[src/rtl/onesec_pkg.sv]
// Package: shared types and helpers for the one-second reference generator.
// Assumes: the update-mode field is two bits and only its upper bit enables updates.
package onesec_pkg;

    typedef logic [1:0] upd_mode_t;

    // Returns 1 when the mode field asks for performance-monitor updates on each tick.
    function automatic logic upd_wanted(input upd_mode_t mode);
        return mode[1];
    endfunction

endpackage

[src/rtl/onesec_sync.sv]
// Module: multi-stage synchroniser for a single asynchronous input bit.
// Assumes: STAGES >= 2; the input is a slow level signal, so no pulse is shorter than a clock.
module onesec_sync #(
    parameter int STAGES = 2
) (
    input  logic clk,
    input  logic rst_n,
    input  logic async_in,
    output logic sync_out
);

    logic [STAGES-1:0] chain_q;

    // Shift the asynchronous bit through the flop chain.
    always_ff @(posedge clk) begin
        if (!rst_n) begin
            chain_q <= '0;
        end else begin
            chain_q <= {chain_q[STAGES-2:0], async_in};
        end
    end

    assign sync_out = chain_q[STAGES-1];

endmodule

[src/rtl/onesec_edge.sv]
// Module: rising-edge detector on an already synchronised level.
// Assumes: the input is synchronous to clk; the output is a one-cycle strobe.
module onesec_edge (
    input  logic clk,
    input  logic rst_n,
    input  logic level_in,
    output logic rise
);

    logic level_q;

    // Keep the previous cycle's level for comparison.
    always_ff @(posedge clk) begin
        if (!rst_n) begin
            level_q <= 1'b0;
        end else begin
            level_q <= level_in;
        end
    end

    assign rise = level_in & ~level_q;

endmodule

[src/rtl/onesec_div.sv]
// Module: edge-counting divider that builds a square wave, toggling every DIV_RATIO/2 edges.
// Assumes: DIV_RATIO is even and at least 4; edge_stb is a one-cycle strobe.
module onesec_div #(
    parameter int DIV_RATIO = 8000
) (
    input  logic clk,
    input  logic rst_n,
    input  logic edge_stb,
    output logic level,
    output logic tick_up
);

    localparam int HALF = DIV_RATIO / 2;
    localparam int CW   = (HALF > 1) ? $clog2(HALF) : 1;
    localparam logic [CW-1:0] LAST = CW'(HALF - 1);

    logic [CW-1:0] cnt_q;
    logic          wrap;

    assign wrap    = edge_stb && (cnt_q == LAST);
    assign tick_up = wrap && !level;

    // Count edges within a half period and toggle the level at each wrap.
    always_ff @(posedge clk) begin
        if (!rst_n) begin
            cnt_q <= '0;
            level <= 1'b0;
        end else if (wrap) begin
            cnt_q <= '0;
            level <= ~level;
        end else if (edge_stb) begin
            cnt_q <= cnt_q + CW'(1);
        end
    end

endmodule

[src/rtl/onesec_evt.sv]
// Module: reacts to the one-second rise: sticky status, gated interrupt, update pulse.
// Assumes: tick is a one-cycle strobe marking the cycle before the level goes high.
module onesec_evt
    import onesec_pkg::*;
(
    input  logic      clk,
    input  logic      rst_n,
    input  logic      tick,
    input  logic      stat_clr,
    input  logic      irq_en,
    input  upd_mode_t upd_mode,
    output logic      sec_stat,
    output logic      sec_irq,
    output logic      pm_upd
);

    // Sticky bit: a set wins over a simultaneous clear.
    always_ff @(posedge clk) begin
        if (!rst_n) begin
            sec_stat <= 1'b0;
        end else begin
            sec_stat <= tick | (sec_stat & ~stat_clr);
        end
    end

    // One-cycle update request, aligned with the level rise.
    always_ff @(posedge clk) begin
        if (!rst_n) begin
            pm_upd <= 1'b0;
        end else begin
            pm_upd <= tick & upd_wanted(upd_mode);
        end
    end

    // Interrupt follows the sticky bit while enabled.
    always_comb begin
        sec_irq = sec_stat & irq_en;
    end

endmodule

[src/rtl/onesec_ref_gen.sv]
// Module: top of the one-second reference generator.
// Assumes: ref8k_in is asynchronous and far slower than clk; reset is synchronous, active low.
module onesec_ref_gen
    import onesec_pkg::*;
#(
    parameter int DIV_RATIO   = 8000,
    parameter int SYNC_STAGES = 2
) (
    input  logic       clk,
    input  logic       rst_n,
    input  logic       ref8k_in,
    input  logic       stat_clr,
    input  logic       irq_en,
    input  logic [1:0] upd_mode,
    output logic       sec_level,
    output logic       sec_stat,
    output logic       sec_irq,
    output logic       pm_upd
);

    logic ref_sync;
    logic edge_rise;
    logic tick_up;

    onesec_sync #(.STAGES(SYNC_STAGES)) u_sync (
        .clk      (clk),
        .rst_n    (rst_n),
        .async_in (ref8k_in),
        .sync_out (ref_sync)
    );

    onesec_edge u_edge (
        .clk      (clk),
        .rst_n    (rst_n),
        .level_in (ref_sync),
        .rise     (edge_rise)
    );

    onesec_div #(.DIV_RATIO(DIV_RATIO)) u_div (
        .clk      (clk),
        .rst_n    (rst_n),
        .edge_stb (edge_rise),
        .level    (sec_level),
        .tick_up  (tick_up)
    );

    onesec_evt u_evt (
        .clk      (clk),
        .rst_n    (rst_n),
        .tick     (tick_up),
        .stat_clr (stat_clr),
        .irq_en   (irq_en),
        .upd_mode (upd_mode_t'(upd_mode)),
        .sec_stat (sec_stat),
        .sec_irq  (sec_irq),
        .pm_upd   (pm_upd)
    );

endmodule

[config.mk]
export PLATFORM = sky130hd
export DESIGN_NAME = onesec_ref_gen
export DESIGN_NICKNAME = d
export VERILOG_FILES = /design/src/rtl/onesec_pkg.sv /design/src/rtl/onesec_sync.sv /design/src/rtl/onesec_edge.sv /design/src/rtl/onesec_div.sv /design/src/rtl/onesec_evt.sv /design/src/rtl/onesec_ref_gen.sv
export SDC_FILE = /design/constraint.sdc
export NUM_CORES = 1
export LEC_CHECK = 0
export ABC_AREA = 1
export CAP_MARGIN = 10
export CELL_PAD_IN_SITES_DETAIL_PLACEMENT = 0
export CELL_PAD_IN_SITES_GLOBAL_PLACEMENT = 1
export CORE_MARGIN = 2
export CORE_UTILIZATION = 40
export DETAILED_ROUTE_END_ITERATION = 6
export GPL_TIMING_DRIVEN = 0
export PLACE_DENSITY_LB_ADDON = 0.1
export SLEW_MARGIN = 20
export SYNTH_ARGS = -nofsm -noshare
export SYNTH_HDL_FRONTEND = slang
export SYNTH_SLANG_ARGS = --single-unit
[constraint.sdc]
create_clock -name clk -period 2.45 [get_ports clk]
set_input_delay 0.49 -clock clk [delete_from_list [all_inputs] [get_ports clk]]
set_output_delay 0.49 -clock clk [all_outputs]
set_load 0.005 [all_outputs]
==> metrics <==
GRT Util Overall=15.7%; most frequent cells in the layout=nand2_1, nor2_1, inv_1; CP arrival=1520 ps; CTS Sinks=18; remaining antenna violation count=0; leakage=0.434 nW; HPWL Detailed=1300 um; CTS tree=done; Clock transition at path regs=100 ps; post-synthesis cell count=127; CP cell instances=clkdlybuf4s50_1, nand2_1, inv_1, clkdlybuf4s50_1; clock buffer depth=2; area leader, netlist=dfxtp_1; starting utilization of the core area=43.4%; Inst Count DP=163; Internal=0.000398 W; sw frac=21.6%; power per cell area=494 nW/um^2; nets=149; Combinational Power Share=4.8%; Die W=50.6 um; worst min path class=flip-flop to flip-flop; Die ar.=2560 sq um; Buffers on Ports=9; Avg Inst Size Synth=6.84 sq um; CP Class=input pin to output port; clk_lat worst skew=300 ps; Design Power=0.000508 W; status=completed; DR WL/cell=9.62 um; Num CTS Buffers=3; routability cong.=0.725; max-slew violations=0; slowest stage delay, CP=490 ps; Tmin final=2010 ps; Pre-Repair DR Iteration Count=4; slowest stage cell, crit path=clkdlybuf4s50_1; initial antenna violation count=0; final core area utilization=51.4%; RSZ-0062 raised after global routing=false; MaxCap Viol Count=0; NetSw=0.000110 W; Fin Setup TNS=0 ps; Die Height=50.6 um; Yosys warning total=0; Root Driver=clkbuf_4; Finish-stage setup viols=0; Placeable Area=2000 sq um; antenna fix cells=0; post-synth net total=135; Post-CTS Hold Fix Bufs=0; Synth top area share=41.5%; ranking of synthesized cells by area=dfxtp_1, nand2_1, nor2_1; IO Pins=11; fraction of registers with async set/reset=0%; crit path capture type=output port; Critical Path Most Common Cell=clkdlybuf4s50_1; FMAX=0.497 GHz; commonest non-fill, non-tap cell in the layout=nand2_1; Final Cycle Share=82.1%; Worst setup SP type=input pin; global route overflow=0; vias per cell=4.51; Least-Margin Pin Slew=289 ps; hold path depth=2; Layout Skew=9.09 ps; Seq/Total Area, Yosys=41.5%; Reg power frac=58.6%; dpl ws=437 ps; Hold Vio Cnt, Final=0; Post-Syn Area=868 sq um; CP required=1960 ps; Worst Setup Slack, final=439 ps; Area Overhead vs Synth=18.4%; 1st-iter DRT viols=11; Post-synth EDFFs=0; first-pass GRT wire length=3040 um; Via Count=754; total of cells resized after clock tree synthesis=0; DR DRC count=0; largest net degree at the start of global routing=11; worst-path fanout max=1; setup bufs post-CTS=0; Clock Power Share=36.6%; Synth Register Bits=18; prevailing post-synth register cell=dfxtp_1; VDD IR max=0.399 mV; layout cells sized above 1=10.0%; H-tree lvl count=1; Yosys cell types=22; worst relative slew slack=80.7%; Post-Layout Cell Count=167; vias in the first global route=717; row count=16; R2R depth=8; final WL=1610 um
[cell families (layout without fill, tap and decap cells)]
family                     Yosys count  in the layout  share of synthesized area [%]
and+or+nand+nor                     75             75                           38.5
buffers and inverters               23             36                           9.94
DFF                                 18             18                           41.5
AOI/OAI and AO/OA                    8              8                           6.63
xor gates and xnor gates             2              2                           2.02
adders and majority gates            1              1                           1.44
[worst max-delay path: cells and delay by family]
| kind | cells | cell delay (ps) |
|---|---|---|
| buffers and inverters | 3 | 980 |
| and+or+nand+nor | 1 | 40 |
[metal layers]
layer | GRT usage (%) | wire length, um | vias up
li1 | - | - | 412
met1 | 19.1 | 788 | 328
met5 | 0 | 0 | -
met2 | 25.4 | 725 | 14
met4 | 2.70 | 0 | 0
met3 | 7.44 | 93 | 0
[final timing paths]
path                                                   start                      endpoint  slack, ps
worst max register to register   u_div.cnt_q[0]$_SDFFE_PP0P_   u_div.cnt_q[7]$_SDFFE_PP0P_       1050
worst min register to register  u_sync.chain_q[0]$_SDFF_PN0_  u_sync.chain_q[1]$_SDFF_PN0_        430
worst max-delay path                                  irq_en                       sec_irq        440
worst min-delay path            u_sync.chain_q[0]$_SDFF_PN0_  u_sync.chain_q[1]$_SDFF_PN0_        430
[cell type report]
class | instances | area, sq um
Clock buffer | 4 | 36.3
Fill cell | 218 | 973
Inverter | 23 | 86.3
Multi-Input combinational cell | 86 | 422
Sequential cell | 18 | 360
Tap cell | 27 | 33.8
Timing Repair Buffer | 9 | 90.1
[synth_stat cells, types with 2 or more instances]
| cell | instances |
|---|---|
| nor2_2 | 2 |
| nor2_1 | 23 |
| a21oi_1 | 3 |
| inv_1 | 22 |
| nand3_1 | 4 |
| nand4_1 | 4 |
| dfxtp_1 | 18 |
| nand2_2 | 2 |
| xor2_1 | 2 |
| nand2_1 | 33 |
| nor3_1 | 3 |
[power by group through the flow]
stage	Sequential, W	Clock (W)	Combinational [W]
2_1_floorplan	0.000304	0	0.0000127
3_3_place_gp	0.000304	0	0.0000244
3_5_place_dp	0.000304	0	0.0000250
4_1_cts	0.000298	0.000194	0.0000249
5_1_grt	0.000298	0.000205	0.0000283
6_report	0.000298	0.000186	0.0000243
[per-stage QoR]
| stage | area [sq um] | hold WS (ps) |
|---|---|---|
| CTS | 1030 | 428 |
| finish | 1030 | 428 |
| global placement | 992 | 393 |
| floorplan | 868 | 390 |
| detailed placement | 992 | 405 |
| global route | 1030 | 490 |
[sequential cells by signal, indices dropped and copies added, names as in the netlist]
register,flops
u_evt.sec_stat,1
u_sync.chain_q,2
u_evt.pm_upd,1
u_edge.level_q,1
u_div.level,1
u_div.cnt_q,12
Power figures use the tool's default switching activity.
